### config.mk
export PLATFORM = sky130hd
export DESIGN_NAME = scl_timing_gen
export DESIGN_NICKNAME = d
export VERILOG_FILES = /design/src/rtl/scl_timing_pkg.sv /design/src/rtl/scl_cfg_calc.sv /design/src/rtl/scl_phase_fsm.sv /design/src/rtl/scl_timing_gen.sv
export SDC_FILE = /design/constraint.sdc
export NUM_CORES = 1
export LEC_CHECK = 0
export CAP_MARGIN = 20
export CORE_MARGIN = 1.5
export CORE_UTILIZATION = 45
export DETAILED_ROUTE_END_ITERATION = 16
export GPL_TIMING_DRIVEN = 0
export PLACE_DENSITY = 0.63
export SYNTH_ARGS = -nofsm -noshare
export SYNTH_HDL_FRONTEND = slang
export SYNTH_HIERARCHICAL = 1
export SYNTH_SLANG_ARGS = --single-unit
### constraint.sdc
create_clock -name clk -period 4.4 [get_ports clk]
set_input_delay 0.88 -clock clk [delete_from_list [all_inputs] [get_ports clk]]
set_output_delay 0.88 -clock clk [all_outputs]
set_load 0.05 [all_outputs]
### src/rtl/scl_timing_pkg.sv
package scl_timing_pkg;
    typedef enum logic [1:0] {
        PH_IDLE = 2'd0,
        PH_LOW  = 2'd1,
        PH_HIGH = 2'd2
    } phase_e;
endpackage

### src/rtl/scl_cfg_calc.sv
// Turns raw divider / delay settings into a last-index per half and clamped
// strobe indices. Purely combinational; the phase FSM latches the results.
module scl_cfg_calc #(
    parameter int DIV_W = 16,
    parameter int DLY_W = 16,
    localparam int HALF_W = DIV_W - 1
) (
    input  logic [DIV_W-1:0]   div_cfg,
    input  logic [2*DLY_W-1:0] dly_cfg,
    output logic [HALF_W-1:0]  last_idx,   // half - 1
    output logic [HALF_W-1:0]  fall_idx,   // drive strobe index in low half
    output logic [HALF_W-1:0]  rise_idx    // sample strobe index in high half
);
    logic [HALF_W-1:0] half_raw;
    logic [HALF_W-1:0] half_len;
    logic [HALF_W-1:0] dly_idx [2];

    // bit 0 dropped; R2: a zero half is floored to one clock
    assign half_raw = div_cfg[DIV_W-1:1];
    assign half_len = (half_raw == '0) ? HALF_W'(1) : half_raw;
    assign last_idx = half_len - HALF_W'(1);

    // One clamp per delay field: index 1 = falling-edge field, 0 = rising
    for (genvar g = 0; g < 2; g++) begin : g_clamp
        logic [DLY_W-1:0] raw;
        logic [DLY_W-1:0] lim;
        assign raw = dly_cfg[g*DLY_W +: DLY_W];
        assign lim = DLY_W'(last_idx);
        assign dly_idx[g] = (raw > lim) ? last_idx : HALF_W'(raw);
    end

    assign fall_idx = dly_idx[1];
    assign rise_idx = dly_idx[0];
endmodule

### src/rtl/scl_phase_fsm.sv
module scl_phase_fsm
    import scl_timing_pkg::*;
#(
    parameter int HALF_W = 15
) (
    input  logic              clk,
    input  logic              rst_n,
    input  logic              enable,
    input  logic              scl_in,
    input  logic [HALF_W-1:0] cfg_last,
    input  logic [HALF_W-1:0] cfg_fall,
    input  logic [HALF_W-1:0] cfg_rise,
    output logic              scl_drive,
    output logic              drive_stb,
    output logic              sample_stb,
    output logic              bit_tick
);
    phase_e            st_q, st_d;
    logic [HALF_W-1:0] cnt_q, cnt_d;
    logic [HALF_W-1:0] last_q, fall_q, rise_q;
    logic              load;

    // Next-state logic
    always_comb begin
        st_d  = st_q;
        cnt_d = cnt_q;
        load  = 1'b0;
        if (!enable) begin
            st_d  = PH_IDLE;
            cnt_d = '0;
        end else begin
            unique case (st_q)
                PH_IDLE: begin
                    st_d  = PH_LOW;
                    cnt_d = '0;
                    load  = 1'b1;
                end
                PH_LOW: begin
                    if (cnt_q == last_q) begin
                        st_d  = PH_HIGH;
                        cnt_d = '0;
                    end else begin
                        cnt_d = cnt_q + HALF_W'(1);
                    end
                end
                PH_HIGH: begin
                    if (scl_in) begin
                        if (cnt_q == last_q) begin
                            st_d  = PH_LOW;
                            cnt_d = '0;
                            load  = 1'b1;
                        end else begin
                            cnt_d = cnt_q + HALF_W'(1);
                        end
                    end
                end
                default: begin
                    st_d  = PH_IDLE;
                    cnt_d = '0;
                end
            endcase
        end
    end

    // State register
    always_ff @(posedge clk or negedge rst_n) begin
        if (!rst_n) begin
            st_q   <= PH_IDLE;
            cnt_q  <= '0;
            last_q <= '0;
            fall_q <= '0;
            rise_q <= '0;
        end else begin
            st_q  <= st_d;
            cnt_q <= cnt_d;
            if (load) begin
                last_q <= cfg_last;
                fall_q <= cfg_fall;
                rise_q <= cfg_rise;
            end
        end
    end

    // Outputs
    always_comb begin
        scl_drive  = (st_q != PH_LOW);
        drive_stb  = (st_q == PH_LOW) && (cnt_q == fall_q);
        sample_stb = (st_q == PH_HIGH) && scl_in && (cnt_q == rise_q);
        bit_tick   = (st_q == PH_HIGH) && scl_in && (cnt_q == last_q);
    end


    idle_quiet_chk: assert property (@(posedge clk) disable iff (!rst_n)
        !enable |=> (scl_drive && !drive_stb && !sample_stb && !bit_tick));


    drive_in_low_chk: assert property (@(posedge clk) disable iff (!rst_n)
        drive_stb |-> !scl_drive);


    sample_in_high_chk: assert property (@(posedge clk) disable iff (!rst_n)
        sample_stb |-> (scl_drive && scl_in && !drive_stb));


    tick_then_low_chk: assert property (@(posedge clk) disable iff (!rst_n)
        (bit_tick && enable) |=> !scl_drive);


    stretch_hold_chk: assert property (@(posedge clk) disable iff (!rst_n)
        (st_q == PH_HIGH && !scl_in && enable) |=> (st_q == PH_HIGH && $stable(cnt_q)));


    reload_at_start_chk: assert property (@(posedge clk) disable iff (!rst_n)
        !($stable(last_q) && $stable(fall_q) && $stable(rise_q)) |-> (st_q == PH_LOW && cnt_q == '0));
endmodule

### src/rtl/scl_timing_gen.sv
module scl_timing_gen #(
    parameter int DIV_W = 16,
    parameter int DLY_W = 16,
    localparam int HALF_W = DIV_W - 1
) (
    input  logic               clk,
    input  logic               rst_n,
    input  logic               enable,
    input  logic [DIV_W-1:0]   div_cfg,
    input  logic [2*DLY_W-1:0] dly_cfg,
    input  logic               scl_in,
    output logic               scl_drive,
    output logic               drive_stb,
    output logic               sample_stb,
    output logic               bit_tick
);
    logic [HALF_W-1:0] c_last, c_fall, c_rise;

    scl_cfg_calc #(.DIV_W(DIV_W), .DLY_W(DLY_W)) u_cfg (
        .div_cfg (div_cfg),
        .dly_cfg (dly_cfg),
        .last_idx(c_last),
        .fall_idx(c_fall),
        .rise_idx(c_rise)
    );

    scl_phase_fsm #(.HALF_W(HALF_W)) u_fsm (
        .clk       (clk),
        .rst_n     (rst_n),
        .enable    (enable),
        .scl_in    (scl_in),
        .cfg_last  (c_last),
        .cfg_fall  (c_fall),
        .cfg_rise  (c_rise),
        .scl_drive (scl_drive),
        .drive_stb (drive_stb),
        .sample_stb(sample_stb),
        .bit_tick  (bit_tick)
    );
endmodule

### Word level (Yosys, flattened, before mapping)

Index checks and enable logic that the tools add are counted.

| storage, ports and cells | value |
|---|---|
| flip-flop bits (word level) | 62 |
| logic and storage cells | 41 |
| output and inout bits | 4 |
| input port bits | 52 |

| cells by class | value |
|---|---|
| reductions and logical operators | 7 |
| add/sub/neg operators | 2 |
| equality and inequality tests | 9 |
| magnitude comparators | 2 |
| multiplexer cells | 16 |

Operator list:

| operator | count |
|---|---|
| $mux 15 | 6 |
| $eq 15x15->1 | 3 |
| $gt 16x15->1 | 2 |
| $pmux 15 s2 | 1 |
| $add 15x1->15 const B | 1 |
| $logic_not 15->1 | 1 |
| $sub 15x1->15 const B | 1 |
| $mux 2 | 4 |
| $ne 3x2->1 const B | 2 |
| $pmux 2 s3 | 1 |
| $logic_and 1x1->1 | 4 |
| $mux 1 | 3 |
| $ne 3x3->1 const B | 1 |
| $reduce_and 3->1 | 1 |
| $eq 2x1->1 const B | 1 |
| $eq 2x2->1 const B | 1 |
| $logic_not 2->1 | 1 |
| $ne 2x1->1 const B | 1 |
| $pmux 1 s2 | 1 |

### Longest topological paths before layout

Gate-level depths: netlist (run 1).

| depth | value |
|---|---|
| depth in word-level cells | 5 |
| gate-level depth with buffers | 22 |
| mapped depth without buffers | 20 |

### By module

The synthesis (run 1) kept the hierarchy.

Modules (own cells, without submodules):

| module | times used | sequential area each (µm²) | cells an instance | area each (µm²) |
|---|---|---|---|---|
| scl_phase_fsm | 1 | 1551.5 | 274 | 3413.3 |
| scl_cfg_calc | 1 | 0.0 | 174 | 1473.9 |

### Worst setup path before layout (run 1)

No wires, ideal clock.

| path | value |
|---|---|
| kind | input to register |
| from | input div_cfg[1] |
| to | register u_fsm.rise_q[10] |
| arrival time | 5.410 ns |
| path slack | -1.136 ns |
| library setup time | 0.125 ns |
| buffers on the path | 2 |
| required time | 4.275 ns |
| stages | 21 |
| cells stage by stage | or4_4 > or4_1 > buf_2 > and2b_2 > nor2_1 > ha_1 > nor3b_1 > nand2_1 > or2_2 > nor3_1 > xor2_1 > inv_1 > ha_1 > a21o_1 > a21oi_1 > nor2_1 > a2111oi_0 > a41oi_4 > buf_12 > mux2_4 > mux2_4 |

| on the way | value |
|---|---|
| cells in the longest elaborated chain, start to end | 5 |

RTL lines:

| item | line | source |
|---|---|---|
| start, declared | scl_timing_gen.sv:9 | `input logic [DIV_W-1:0] div_cfg,` |
| $logic_not 15->1 | scl_cfg_calc.sv:20 | `assign half_len = (half_raw == '0) ? HALF_W'(1) : half_raw;` |
| $mux 15 (*) | scl_cfg_calc.sv:20 |  |
| $sub 15x1->15 (*) | scl_cfg_calc.sv:21 | `assign last_idx = half_len - HALF_W'(1);` |
| named net c_last[0] | scl_timing_gen.sv:17 | `logic [HALF_W-1:0] c_last, c_fall, c_rise;` |
| $gt 16x15->1 (*) | scl_cfg_calc.sv:29 | `assign dly_idx[g] = (raw > lim) ? last_idx : HALF_W'(raw);` |
| $mux 15 (*) | scl_cfg_calc.sv:29 |  |
| named net c_rise[10] | scl_timing_gen.sv:17 |  |
| end signal, assigned | scl_phase_fsm.sv:79 | `rise_q <= cfg_rise;` |
| end, declared | scl_phase_fsm.sv:20 | `logic [HALF_W-1:0] last_q, fall_q, rise_q;` |

Mark *: on every way through the listed nets, which the timed path passes. The rest lies on a longest branch.
A chain may end at the register's enable or synchronous reset.

### Final worst setup path (run 1)

| path | value |
|---|---|
| from | input div_cfg[3] |
| to | register u_fsm.rise_q[8] |

| on the way | value |
|---|---|
| cells in the longest elaborated chain, start to end | 5 |

RTL lines:

| item | line |
|---|---|
| $logic_not 15->1 | scl_cfg_calc.sv:20 |
| $mux 15 | scl_cfg_calc.sv:20 |
| $sub 15x1->15 | scl_cfg_calc.sv:21 |
| named net c_last[0] | scl_timing_gen.sv:17 |
| $gt 16x15->1 | scl_cfg_calc.sv:29 |
| $mux 15 | scl_cfg_calc.sv:29 |
| named net c_rise[8] | scl_timing_gen.sv:17 |

The timed path passes the listed nets, and every way through them passes these cells.

==> summary.md, run 1 <==
| Metric | Value |
|---|---|
| Worst hold slack | 0.539 ns |
| Detailed router's first-iteration violation count | 197 |
| Signal arrival time at the worst endpoint | 5.16 ns |
| Root Driver | clkbuf_8 |
| Core area | 10,400 sq um |
| Critical Path Start Type | primary input |
| EDFF count, synth | 0 |
| CTS Buffer Depth | 2 |
| Req. time, crit path | 4.62 ns |
| Violated checks | negative setup slack |
| Gp weighted congestion | 0.844 |
| Mapped Area | 4890 sq um |
| Starting Density | 0.469 |
| Crit path max fanout | 5 |
| DIE AREA | 11,500 sq um |
| Port bufs | 54 |
| Max-slew headroom | 0.588 |
| Internal power contribution | 1.44 mW |
| First-pass GRT wire length | 19,200 microns |
| Power density cells | 315 nW/um^2 |
| Boundary Pins | 56 |
| Vias/cell | 5.30 |
| Fmax | 202 MHz |
| TritonCTS Buffers | 9 |
| CTS tree | yes |
| P_leak | 2.90 nW |
| Count of cell types in the netlist | 52 |
| Final net count | 628 |
| Final Worst Setup Slack | -0.547 ns |
| H-tree levels | 3 |
| Antenna Violating Nets Remaining | 0 |
| Fin util | 0.623 |
| Rows | 37 |
| Die W | 107 microns |
| Worst vdd ir | 0.000149 V |
| Yosys warns | 6 |
| DP Wirelength | 9360 microns |
| Sequential fraction of the synthesis area | 0.317 |
| Syn Inst Count | 448 |
| Total GRT Usage | 0.218 |
| Routed length per instance | 17.8 microns |
| Share of cells above drive strength 1 | 0.356 |
| Fin cells | 683 |
| Ys async rst share | 1.00 |
| Fill count | 883 |
| #FFs+latches synth | 62 |
| Main synth FF type | dfrtp_1 |
| Register share of total power | 0.382 |
| Status | finished, violations left |
| RSZ-0062 raised after global routing | true |
| Final WL | 12,200 microns |
| Top post-synthesis cells by area | dfrtp_1, mux2_4, ha_1, xnor2_1, mux2_2 |
| Share of power burned in the clock network | 0.274 |
| CTS clk-pin slew, worst paths | 0.07 ns |
| Syn avg cell area | 10.9 sq um |
| DRC Markers | 0 |
| Worst hold path class | register to register |
| Clock Latency Late Sink | 0.33 ns |
| Comb pwr share | 0.344 |
| Final hold violation count | 0 |
| Largest net degree at the start of global routing | 38 |
| Count leader, synth | dfrtp_1 |
| Minimum clock period after layout | 4.95 ns |
| Net Sw Frac | 0.297 |
| DIE HEIGHT | 107 microns |
| Cts hold-fix bufs | 0 |
| Synth area leader | dfrtp_1 |
| Crit share post-route | 1.12 |
| Slew Limit Fails | 0 |
| Crit path kind | primary input to register |
| Slew @ Worst Pin | 0.619 ns |
| Clock Skew | 0.00815 ns |
| Vias in the first global route | 3,872 |
| Placed insts | 639 |
| Syn Nets | 534 |
| DR pass1 iterations | 6 |
| MaxCap Viol Count | 0 |
| Net Switching | 0.606 mW |
| Vias | 3,617 |
| Clock sink count | 62 |
| Top cell type's share of synthesized area | 0.317 |
| Synth top cells by count | dfrtp_1, mux2_4, xnor2_1 |
| Area delta synth->final | 32.7% |
| Initial antenna violation count | 0 |
| Grt ovf | 0 |
| Worst setup EP type | register |
| ANT cells | 0 |
| Final setup vio count | 30 |
routing by layer:
| metal | up-vias | track usage | wire length [microns] |
|---|---|---|---|
| met5 | - | 0 | 0 |
| met3 | 20 | 0.0182 | 353 |
| met4 | 0 | 0.0790 | 284 |
| met2 | 97 | 0.383 | 6090 |
| met1 | 1743 | 0.279 | 5450 |
| li1 | 1757 | - | - |
state kept, by name (all words and copies together) (netlist names):
signal	count
u_fsm/st_q	2
u_fsm/fall_q	15
u_fsm/cnt_q	15
u_fsm/last_q	15
u_fsm/rise_q	15
cell usage in the layout, fill, tap and decap left out, types with 6 or more instances in the layout:
cell             instances
a21oi_1                  6
buf_12                   7
buf_2                    7
buf_4                   22
buf_6                   12
clkbuf_1                 7
clkbuf_8                10
clkdlybuf4s50_1         40
dfrtp_1                 62
ha_1                    28
ha_4                     6
inv_1                   24
mux2_4                  73
nand2_1                 18
nand3_1                  7
nand4_1                 15
nor2_1                  26
nor3_1                   6
nor4_1                   6
o21ai_0                  7
xnor2_1                 36
xor2_1                  23
cell type report:
cell class | count | area, sq um | area share
multi-input cells | 336 | 3440 | 0.530
plain buffers | 22 | 208 | 0.0320
inverters | 27 | 101 | 0.0156
flip-flops and latches | 62 | 1550 | 0.239
clock inverters | 6 | 85.1 | 0.0131
repair buffers | 84 | 795 | 0.123
well taps | 136 | 170 | 0.0262
clock buffers | 10 | 138 | 0.0212
final timing paths:
kind | startpoint | end | slack, ns | cells after the start
min in group asynchronous | rst_n | u_fsm/st_q[0] | 0.55 | 1
hold reg to reg | u_fsm/rise_q[5] | u_fsm/rise_q[5] | 0.54 | 1
max in group asynchronous | rst_n | u_fsm/last_q[9] | 3.24 | 2
setup reg to reg | u_fsm/cnt_q[13] | u_fsm/last_q[13] | 1.70 | 7
setup / recovery | div_cfg[3] | u_fsm/rise_q[8] | -0.55 | 20
hold / removal | u_fsm/rise_q[5] | u_fsm/rise_q[5] | 0.54 | 1
through the flow:
| stage | area (sq um) | setup WS, ns | setup TNS, ns | power [mW] |
|---|---|---|---|---|
| after floorplan | 5060 | -0.644 | -15.95 | 1.24 |
| after global placement | 5770 | -1.73 | -48.24 | 1.41 |
| after detailed placement | 5780 | -1.73 | -48.57 | 1.43 |
| after CTS | 6380 | -0.654 | -16.52 | 2.04 |
| after global routing | 6480 | -0.639 | -15.79 | 2.14 |
| final | 6480 | -0.547 | -12.81 | 2.04 |
power by group through the flow:
stage / registers (mW) / logic, mW / clock network (mW)
6_report: 0.781 / 0.704 / 0.559
2_1_floorplan: 0.757 / 0.480 / 0
5_1_grt: 0.794 / 0.753 / 0.596
4_1_cts: 0.781 / 0.693 / 0.564
3_5_place_dp: 0.790 / 0.644 / 0
3_3_place_gp: 0.786 / 0.628 / 0
critical path, cell delays in order:
cell	delay, ns
buf_8	0.10
or4_4	0.53
or4_4	0.43
and2b_2	0.28
nor2_4	0.05
ha_4	0.15
nor3b_4	0.15
nand2_1	0.07
or2_4	0.17
nor3_4	0.06
xor2_2	0.22
inv_2	0.09
ha_4	0.26
nand4b_1	0.11
or4_4	0.53
a41oi_4	0.25
buf_6	0.15
buf_12	0.11
mux2_4	0.31
mux2_4	0.26
timing repair:
item | in CTS | in global routing
resized for setup | 67 | 28
buffers inserted | 19 | 10
pin swaps | 21 | 25
gates cloned | 2 | 0
endpoints found under the setup margin | 30 | 30
hold endpoints to repair | 0 | 0
logic make-up after synthesis:
kind of cell,Yosys count,synth area share
AND/OR/NAND/NOR,120,0.137
flip-flops,62,0.317
buffers and inverters,50,0.0622
AO/OA/AOI/OAI,38,0.0553
adder cells (fa/ha/maj),34,0.0870
XOR/XNOR,68,0.127
multiplexers,76,0.213
(Power assumes the default switching activity.)
==> run 2, diff against run 1 <==
Settings changed: SKIP_LAST_GASP from default to 1, TNS_END_PERCENT from default to 20.
==> run 2 against run 1 <==
Compared with the run above:
- final cell count fell by 0.73%
- the run still ends with negative setup slack left
- clock skew rose by 0.00052 ns
- critical endpoint is now u_fsm/rise_q[7]
- worst setup slack improved by 0.036 ns
- critical path type unchanged
==> summary.md, run 2 (synthesis gave the netlist of run 1 again) <==
| Metric | Value |
|---|---|
| Max-slew headroom | 0.525 |
| Slew @ Worst Pin | 0.712 ns |
| Area after DPL | 5710 sq um |
| MaxCap Viol Count | 0 |
| Cell Chain, Critical Path | buf_8, or4_4, or4_4, and2b_2, nor2_4, ha_4, nor3b_4, nand2_1, or2_4, nor2_4, nand2_2, xnor2_2, inv_2, ha_4, nand2_2, or4_4, a41oi_4, buf_6, buf_12, mux2_4, mux2_4 |
| H-tree levels | 3 |
| DRC Markers | 0 |
| Power density cells | 307 nW/um^2 |
| DIE HEIGHT | 107 microns |
| Minimum clock period after layout | 4.91 ns |
| Starting Density | 0.469 |
| Port bufs | 54 |
| Largest net degree at the start of global routing | 33 |
| ANT cells | 0 |
| Grt ovf | 0 |
| RSZ-0062 raised after global routing | true |
| Root Driver | clkbuf_8 |
| Slew Limit Fails | 0 |
| Share of cells above drive strength 1 | 0.321 |
| Violated checks | negative setup slack |
| First-pass GRT wire length | 19,000 microns |
| Placed insts | 639 |
| Fmax | 204 MHz |
| CP max-delay cell | or4_4 |
| DP Wirelength | 9390 microns |
| CTS clk-pin slew, worst paths | 0.07 ns |
| Most common cell after layout, fill and taps aside | dfrtp_1 |
| Signal arrival time at the worst endpoint | 5.13 ns |
| Commonest cells after routing, fill and taps aside | dfrtp_1, mux2_4, clkdlybuf4s50_1 |
| Final Worst Setup Slack | -0.511 ns |
| CTS tree | yes |
| Final net count | 623 |
| Fill count | 897 |
| CP top delay family | simple AND/OR/NAND/NOR gates |
| Routed length per instance | 17.5 microns |
| Initial antenna violation count | 0 |
| Final Instance Area | 6210 sq um |
| TritonCTS Buffers | 9 |
| Pre-CTS setup slack | -1.74 ns |
| Final TNS setup | -12.63 ns |
| Boundary Pins | 56 |
| Worst setup EP type | register |
| Vias/cell | 5.29 |
| CP peak stage delay | 0.53 ns |
| Cts hold-fix bufs | 0 |
| Final setup vio count | 29 |
| DR pass1 iterations | 4 |
| CTS Buffer Depth | 2 |
| Final hold violation count | 0 |
| Rows | 37 |
| Worst hold path class | register to register |
| Crit path max fanout | 5 |
| Req. time, crit path | 4.62 ns |
| Vias in the first global route | 3,751 |
| Fin cells | 678 |
| Vias | 3,585 |
| Area delta synth->final | 27.1% |
| Clock sink count | 62 |
| Final WL | 11,900 microns |
| Status | finished, violations left |
| Crit share post-route | 1.12 |
| Worst hold slack | 0.532 ns |
| DIE AREA | 11,500 sq um |
| Most frequent CP cell | or4_4 |
| Buffers & Inverters on Critical Path | 4 |
| Antenna Violating Nets Remaining | 0 |
| Core area | 10,400 sq um |
| Die W | 107 microns |
| Critical Path Start Type | primary input |
| Crit path kind | primary input to register |
| Worst vdd ir | 0.000151 V |
| Clock Skew | 0.00867 ns |
| P_leak | 2.76 nW |
| Gp weighted congestion | 0.872 |
| Total GRT Usage | 0.217 |
| Detailed router's first-iteration violation count | 166 |
| Clock Latency Late Sink | 0.34 ns |
run 2: cell types whose count changed in the layout (fill, tap and decap cells not counted), sizes merged:
| cell | before | now |
|---|---|---|
| buf | 50 | 45 |
| clkinvlp | 2 | 1 |
| dlymetal6s2s | 0 | 1 |
| clkdlybuf4s15 | 2 | 1 |
| clkdlybuf4s50 | 40 | 39 |
| dlygate4sd2 | 4 | 7 |
| clkbuf | 20 | 21 |
| bufinv | 2 | 0 |
run 2: metrics by stage:
stage	total power, mW	utilization
2_1_floorplan	1.22	-
3_3_place_gp	1.39	0.546
3_5_place_dp	1.41	0.548
4_1_cts	1.92	0.594
5_1_grt	2.00	0.596
6_report	1.91	0.596
run 2: timing repair:
action	in CTS	in global routing
pin swaps	15	11
setup endpoints to repair	30	30
resized for setup	60	9
gates cloned	2	0
buffers inserted	19	4
run 2: layout make-up:
class                   instances  area [sq um]  area share
multi-input cells             336          3250       0.524
repair buffers                 79           746       0.120
clock buffers                  13           169      0.0272
well taps                     136           170      0.0274
flip-flops and latches         62          1550       0.250
clock inverters                 3          17.5     0.00282
inverters                      27           101      0.0163
plain buffers                  22           204      0.0328
run 2: final timing paths:
check | slack (ns) | end | cells past startpoint | from
max | -0.51 | u_fsm/rise_q[7] | 21 | div_cfg[1]
min | 0.53 | u_fsm/last_q[1] | 1 | u_fsm/last_q[1]
max reg2reg | 1.72 | u_fsm/rise_q[4] | 7 | u_fsm/cnt_q[13]
min reg2reg | 0.53 | u_fsm/last_q[1] | 1 | u_fsm/last_q[1]
max in group asynchronous | 3.20 | u_fsm/last_q[13] | 2 | rst_n
min in group asynchronous | 0.58 | u_fsm/cnt_q[3] | 1 | rst_n
run 2: routing by layer:
layer / wire length, microns / share of wire / vias up / track usage
met5: 0 / 0 / - / 0
met4: 223 / 0.019 / 0 / 0.0705
met3: 421 / 0.035 / 18 / 0.0310
met2: 5820 / 0.49 / 94 / 0.369
met1: 5410 / 0.46 / 1728 / 0.284
li1: - / - / 1745 / -
run 2: worst reg2reg max path, stage by stage (launching register included):
cell,delay [ns]
dfrtp_1,0.37
clkbuf_1,0.18
xor2_1,0.20
nor3_1,0.42
nand4_4,0.27
o21ai_4,0.59
buf_12,0.24
mux2_4,0.31
run 2: where the power goes:
part / switching [mW] / leakage (nW) / internal [mW]
registers: 0.0919 / 0.761 / 0.684
logic: 0.266 / 1.91 / 0.396
clock network: 0.220 / 0.0954 / 0.249
total: 0.578 / 2.76 / 1.33
